### src/rtl/wp_pkg.sv
package wp_pkg;
  localparam int OP_W = 4;

  typedef enum logic [OP_W-1:0] {
    OP_READ  = 4'd0,
    OP_WRITE = 4'd1,
    OP_PAGE  = 4'd2,
    OP_FILL  = 4'd3,
    OP_WEN   = 4'd4,
    OP_WDS   = 4'd5,
    OP_PRRD  = 4'd6,
    OP_PRWR  = 4'd7,
    OP_PRCLR = 4'd8,
    OP_ARM   = 4'd9,
    OP_LOCK  = 4'd10
  } wp_op_e;

  typedef struct packed {
    logic wen;
    logic wds;
    logic arm;
    logic load;
    logic clear;
    logic lock;
    logic rd;
  } wp_act_t;
endpackage

### src/rtl/wp_rst_sync.sv
module wp_rst_sync #(
  parameter int STAGES = 2
) (
  input  logic clk,
  input  logic rst_n,
  output logic rst_int_n
);
  logic [STAGES-1:0] sync_q;

  always_ff @(posedge clk or negedge rst_n) begin
    if (!rst_n) sync_q <= '0;
    else        sync_q <= {sync_q[STAGES-2:0], 1'b1};
  end

  assign rst_int_n = sync_q[STAGES-1];
endmodule

### src/rtl/wp_cmd_gate.sv
module wp_cmd_gate
  import wp_pkg::*;
(
  input  logic            ins_valid,
  input  logic [OP_W-1:0] ins_code,
  input  logic            pin_pe,
  input  logic            pin_we,
  input  logic            wel_q,
  input  logic            armed_q,
  input  logic            lock_q,
  output wp_act_t         act
);
  wp_op_e op;
  logic   pins_hi;
  logic   prot_ok;

  always_comb begin
    op      = wp_op_e'(ins_code);
    pins_hi = pin_pe & pin_we;
    // protect programming needs arm in the previous instruction slot
    prot_ok = ins_valid & armed_q & wel_q & pins_hi & ~lock_q;

    act       = '0;
    act.wen   = ins_valid & (op == OP_WEN) & pin_we;
    act.wds   = ins_valid & (op == OP_WDS);
    act.arm   = ins_valid & (op == OP_ARM) & wel_q & pins_hi;
    act.load  = prot_ok & (op == OP_PRWR);
    act.clear = prot_ok & (op == OP_PRCLR);
    act.lock  = prot_ok & (op == OP_LOCK);
    act.rd    = ins_valid & (op == OP_PRRD) & pin_pe;
  end
endmodule

### src/rtl/wp_regs.sv
module wp_regs
  import wp_pkg::*;
#(
  parameter int ADDR_W = 8,
  localparam int RD_W = ADDR_W + 2
) (
  input  logic              clk,
  input  logic              rst_n,
  input  logic              ins_valid,
  input  logic [ADDR_W-1:0] ins_addr,
  input  wp_act_t           act,
  output logic              wel_q,
  output logic              armed_q,
  output logic              lock_q,
  output logic              flag_q,
  output logic [ADDR_W-1:0] bnd_q,
  output logic              rd_vld_q,
  output logic [RD_W-1:0]   rd_word_q
);
  logic              wel_n, armed_n, lock_n, flag_n, rd_vld_n;
  logic [ADDR_W-1:0] bnd_n;
  logic [RD_W-1:0]   rd_word_n;
  logic              wel_en, bnd_en, rd_en;

  always_comb begin
    wel_en   = act.wen | act.wds;
    wel_n    = act.wen;
    armed_n  = ins_valid ? act.arm : armed_q;
    lock_n   = lock_q | act.lock;
    bnd_en   = act.load | act.clear;
    bnd_n    = act.clear ? {ADDR_W{1'b1}} : ins_addr;
    flag_n   = act.clear;
    rd_en    = act.rd;
    rd_vld_n = act.rd;
    rd_word_n = {1'b0, bnd_q, flag_q};
  end

  always_ff @(posedge clk or negedge rst_n) begin
    if (!rst_n) begin
      wel_q     <= 1'b0;
      armed_q   <= 1'b0;
      lock_q    <= 1'b0;
      flag_q    <= 1'b1;
      bnd_q     <= {ADDR_W{1'b1}};
      rd_vld_q  <= 1'b0;
      rd_word_q <= '0;
    end else begin
      armed_q  <= armed_n;
      lock_q   <= lock_n;
      rd_vld_q <= rd_vld_n;
      if (wel_en) wel_q <= wel_n;
      if (bnd_en) begin
        bnd_q  <= bnd_n;
        flag_q <= flag_n;
      end
      if (rd_en) rd_word_q <= rd_word_n;
    end
  end
endmodule

### src/rtl/wp_cmp.sv
module wp_cmp #(
  parameter int ADDR_W = 8,
  parameter int PAGE_W = 2
) (
  input  logic [ADDR_W-1:0] chk_addr,
  input  logic [ADDR_W-1:0] bnd_q,
  input  logic              flag_q,
  output logic              addr_prot,
  output logic              page_prot
);
  logic [ADDR_W-1:0] page_top;

  generate
    if (PAGE_W == 0) begin : g_nopage
      assign page_top = chk_addr;
    end else begin : g_page
      assign page_top = {chk_addr[ADDR_W-1:PAGE_W], {PAGE_W{1'b1}}};
    end
  endgenerate

  always_comb begin
    addr_prot = ~flag_q & (chk_addr >= bnd_q);
    page_prot = ~flag_q & (page_top >= bnd_q);
  end
endmodule

### src/rtl/wp_ctrl.sv
module wp_ctrl
  import wp_pkg::*;
#(
  parameter int ADDR_W = 8,
  parameter int PAGE_W = 2,
  parameter int SYNC_STAGES = 2,
  localparam int RD_W = ADDR_W + 2
) (
  input  logic              clk,
  input  logic              rst_n,
  input  logic              ins_valid,
  input  logic [OP_W-1:0]   ins_code,
  input  logic [ADDR_W-1:0] ins_addr,
  input  logic              pin_pe,
  input  logic              pin_we,
  input  logic [ADDR_W-1:0] chk_addr,
  output logic              wel_o,
  output logic              cleared_o,
  output logic              addr_prot_o,
  output logic              page_prot_o,
  output logic              wr_ok_o,
  output logic              all_ok_o,
  output logic              prog_start_o,
  output logic              rd_vld_o,
  output logic [RD_W-1:0]   rd_word_o
);
  logic              rst_int_n;
  wp_act_t           act;
  logic              wel_q, armed_q, lock_q, flag_q;
  logic [ADDR_W-1:0] bnd_q;
  logic              addr_prot, page_prot;

  wp_rst_sync #(.STAGES(SYNC_STAGES)) u_rst (
    .clk(clk), .rst_n(rst_n), .rst_int_n(rst_int_n)
  );

  wp_cmd_gate u_gate (
    .ins_valid(ins_valid), .ins_code(ins_code),
    .pin_pe(pin_pe), .pin_we(pin_we),
    .wel_q(wel_q), .armed_q(armed_q), .lock_q(lock_q),
    .act(act)
  );

  wp_regs #(.ADDR_W(ADDR_W)) u_regs (
    .clk(clk), .rst_n(rst_int_n), .ins_valid(ins_valid),
    .ins_addr(ins_addr), .act(act),
    .wel_q(wel_q), .armed_q(armed_q), .lock_q(lock_q),
    .flag_q(flag_q), .bnd_q(bnd_q),
    .rd_vld_q(rd_vld_o), .rd_word_q(rd_word_o)
  );

  wp_cmp #(.ADDR_W(ADDR_W), .PAGE_W(PAGE_W)) u_cmp (
    .chk_addr(chk_addr), .bnd_q(bnd_q), .flag_q(flag_q),
    .addr_prot(addr_prot), .page_prot(page_prot)
  );

  always_comb begin
    wel_o        = wel_q;
    cleared_o    = flag_q;
    addr_prot_o  = addr_prot;
    page_prot_o  = page_prot;
    wr_ok_o      = wel_q & pin_we & ~addr_prot;
    all_ok_o     = wel_q & pin_we & flag_q;
    prog_start_o = act.load | act.clear | act.lock;
  end
endmodule

### config.mk
export PLATFORM = sky130hd
export DESIGN_NAME = wp_ctrl
export DESIGN_NICKNAME = d
export VERILOG_FILES = /design/src/rtl/wp_pkg.sv /design/src/rtl/wp_rst_sync.sv /design/src/rtl/wp_cmd_gate.sv /design/src/rtl/wp_regs.sv /design/src/rtl/wp_cmp.sv /design/src/rtl/wp_ctrl.sv
export SDC_FILE = /design/constraint.sdc
export NUM_CORES = 1
export LEC_CHECK = 0
export BUFFER_PORTS_ARGS = -buffer_cell sky130_fd_sc_hd__buf_2
export CORE_MARGIN = 4
export CORE_UTILIZATION = 46
export CTS_CLUSTER_SIZE = 8
export DETAILED_ROUTE_END_ITERATION = 8
export PLACE_DENSITY_LB_ADDON = 0.3
export SLEW_MARGIN = 10
export SYNTH_ARGS = -nofsm -noshare
export SYNTH_HDL_FRONTEND = slang
export SYNTH_SLANG_ARGS = --single-unit
export TNS_END_PERCENT = 5
### constraint.sdc
create_clock -name clk -period 3.5 [get_ports clk]
set_clock_uncertainty 0.05 [all_clocks]
set_input_delay 0.7 -clock clk [delete_from_list [all_inputs] [get_ports clk]]
set_output_delay 0.7 -clock clk [all_outputs]
set_load 0.03 [all_outputs]
==> impl_metrics.sql <==
INSERT INTO impl_metrics (metric_group, metric, value, unit) VALUES
('yosys', 'synth-edff-count', '0', ''),
('timing', 'setup_total_negative_slack', '0', 'ns'),
('setup_path', 'rr_endpoint', 'u_regs.bnd_q[5]', ''),
('yosys', 'synthXorXnorAreaFrac', '0', ''),
('die', 'floorplan.die.width', '60.9', 'um'),
('die', 'starting_density', '0.501', ''),
('yosys', 'ys_types', '35', ''),
('setup_path', 'crit_path_end_kind', 'output port', ''),
('yosys', 'synthArstFlopShare', '1.00', ''),
('setup_path', 'timing.critical_path.arrival', '2.18', 'ns'),
('final_layout', 'n_antenna_cell', '0', ''),
('yosys', 'ys_dominant_reg_cell', 'sky130_fd_sc_hd__dfrtp_1', ''),
('drt', 'num_vias', '982', ''),
('clock_network', 'cts_root_buffer', 'sky130_fd_sc_hd__clkbuf_4', ''),
('yosys', 'syn-instance-count', '110', ''),
('pwr', 'p_leak', '0.797', 'nW'),
('final_layout', 'finalInstanceArea', '1560', 'um2'),
('die', 'top_level_ports', '43', ''),
('setup_path', 'regToRegStartpoint', 'u_regs.lock_q', ''),
('yosys', 'synth_compound_area_frac', '0.142', ''),
('yosys', 'postSynthAreaPerCell', '11.7', 'um2'),
('pwr', 'post-layout-total-power', '0.000661', 'W'),
('setup_path', 'timing.setup.critical_path_class', 'reg -> out', ''),
('pwr', 'cellPowerDensity', '424', 'nW/um2'),
('clock_network', 'clkLatencyLatePin', '0.32', 'ns'),
('final_layout', 'fill_cells', '231', ''),
('setup_path', 'endpoint_required_time_on_the_critical_path', '2.75', 'ns'),
('clock_network', 'clock_path_buffers', '2', ''),
('global_route', 'globalRouteTotalUtil', '0.161', ''),
('outcome', 'status', 'complete, no violations', ''),
('timing', 'report.final.setup_viol', '0', ''),
('timing', 'final_period_utilization', '0.837', ''),
('global_route', 'grt_pass1_vias', '1037', ''),
('final_layout', 'area_growth_syn_to_layout', '21.2', '%'),
('drt', 'vias_per_std_cell', '5.37', ''),
('timing', 'worst_pin_slew', '0.877', 'ns'),
('yosys', 'ys_ff_latch', '24', ''),
('yosys', 'synth-warning-count', '0', ''),
('die', 'die_height', '60.9', 'um'),
('placed_design', 'post-dp-hpwl', '2.09', 'mm'),
('global_route', 'grt_pass1_wl', '4.49', 'mm'),
('yosys', 'syn_area', '1290', 'um2'),
('clock_network', 'tritoncts', 'yes', ''),
('setup_path', 'critPathLaunch', 'u_regs.bnd_q[0]', ''),
('clock_network', 'clock_transition_at_the_registers_of_the_reported_paths', '0.14', 'ns'),
('timing', 'rsz0062_at_grt', 'false', ''),
('yosys', 'syn-num-nets', '144', ''),
('setup_path', 'max_stage_delay', '0.59', 'ns'),
('final_layout', 'mostFrequentLayoutCell', 'sky130_fd_sc_hd__buf_2', ''),
('pwr', 'vdd_drop_max', '0.290', 'mV'),
('clock_network', 'post_cts.repair.setup_buffers', '0', ''),
('yosys', 'seq_area_frac_synth', '0.475', ''),
('drt', 'detailedRoute.firstIterationViolations', '8', ''),
('setup_path', 'crit_end', 'wr_ok_o', ''),
('setup_path', 'setup.reg_to_reg.worst_slack', '1.74', 'ns'),
('yosys', 'synth_top_family_by_area', 'compound AO/OA/AOI/OAI gates', ''),
('placed_design', 'routabilityCongestion', '0.743', ''),
('timing', 'worst_slew_margin_rel', '0.415', ''),
('worst_hold_path', 'worstHoldPathType', 'in -> async', ''),
('clock_network', 'holdBufCountCts', '0', ''),
('drt', 'total_drc_errors_in_the_routed_layout', '0', ''),
('final_layout', 'finalNetCount', '188', ''),
('yosys', 'yosys-mux-area-fraction', '0.0952', ''),
('final_layout', 'final_core_util', '0.608', ''),
('timing', 'finalHoldViolations', '0', ''),
('clock_network', 'clock-sinks', '24', ''),
('global_route', 'globalRouteOverflowTotal', '0', ''),
('timing', 'period_minus_slack', '2.93', 'ns'),
('clock_network', 'cts_made_buffers', '3', ''),
('global_route', 'antenna_violations_before_repair', '0', ''),
('final_layout', 'most-common-layout-cells', 'sky130_fd_sc_hd__buf_2 (41), sky130_fd_sc_hd__dfrtp_1 (15), sky130_fd_sc_hd__inv_1 (10), sky130_fd_sc_hd__nand2_1 (10), sky130_fd_sc_hd__mux2_2 (10)', '');
state kept, by name, indices dropped and copies added (netlist names):
name	cells
u_regs.lock_q	1
u_rst.sync_q	2
u_regs.flag_q	1
u_regs.rd_word_q	9
u_regs.wel_q	1
u_regs.bnd_q	8
u_regs.armed_q	1
u_regs.rd_vld_q	1
worst min-delay path by stage:
stage / from / end
CTS: rst_n / u_rst.sync_q[0]
global placement: u_rst.sync_q[0] / u_rst.sync_q[1]
floorplan: u_rst.sync_q[1] / u_regs.armed_q
finish: rst_n / u_rst.sync_q[0]
detailed placement: u_rst.sync_q[0] / u_rst.sync_q[1]
global route: rst_n / u_rst.sync_q[1]
metal layers:
| metal | global-route usage | vias to the layer above | part of all wire |
|---|---|---|---|
| met1 | 0.188 | 478 | 0.41 |
| met3 | 0.0319 | 4 | 0.068 |
| li1 | - | 470 | - |
| met4 | 0.0650 | 0 | 0.011 |
| met2 | 0.287 | 30 | 0.51 |
| met5 | 0 | - | 0 |
cell usage after synthesis, types with 2 or more instances:
cell                       count  area [um2]
sky130_fd_sc_hd__nand2b_1      2        12.5
sky130_fd_sc_hd__ha_1          9         113
sky130_fd_sc_hd__a21oi_1       6        30.0
sky130_fd_sc_hd__nand4b_1      2        17.5
sky130_fd_sc_hd__conb_1        2        7.51
sky130_fd_sc_hd__dfstp_2       9         236
sky130_fd_sc_hd__dfrtp_1      15         375
sky130_fd_sc_hd__o211ai_2      7        87.6
sky130_fd_sc_hd__or2_2         2        12.5
sky130_fd_sc_hd__nor2_1        3        11.3
sky130_fd_sc_hd__inv_1        10        37.5
sky130_fd_sc_hd__nand2_1      10        37.5
sky130_fd_sc_hd__buf_6         2        22.5
sky130_fd_sc_hd__mux2_2       10         113
power breakdown:
| group | switching (W) | internal [W] | total [W] | leakage [nW] |
|---|---|---|---|---|
| Combinational | 0.0000883 | 0.0000507 | 0.000139 | 0.492 |
| Clock | 0.0000880 | 0.000116 | 0.000204 | 0.0279 |
| Sequential | 0.0000163 | 0.000302 | 0.000318 | 0.277 |
metrics by stage:
step | std cells | hold WS (ns)
final | 183 | 0.0809
after floorplan | 110 | 0.223
after detailed placement | 179 | 0.292
after global placement | 179 | 0.285
after CTS | 183 | 0.0761
after global routing | 183 | 0.0539
kinds of logic after synthesis:
| group | after synthesis |
|---|---|
| and+or+nand+nor | 30 |
| DFF | 24 |
| AOI/OAI and AO/OA | 21 |
| buffers and inverters | 13 |
| muxes | 11 |
| adders and majority gates | 9 |
| other | 2 |
cell type report:
cell class | instances | area, um2 | share of cell area
Sequential cell | 24 | 612 | 0.392
Multi-Input combinational cell | 73 | 608 | 0.390
Timing Repair Buffer | 42 | 213 | 0.136
Inverter | 10 | 37.5 | 0.0241
Tap cell | 30 | 37.5 | 0.0241
Clock inverter | 1 | 30.0 | 0.0192
Clock buffer | 3 | 22.5 | 0.0144
Power figures use the tool's default switching activity.
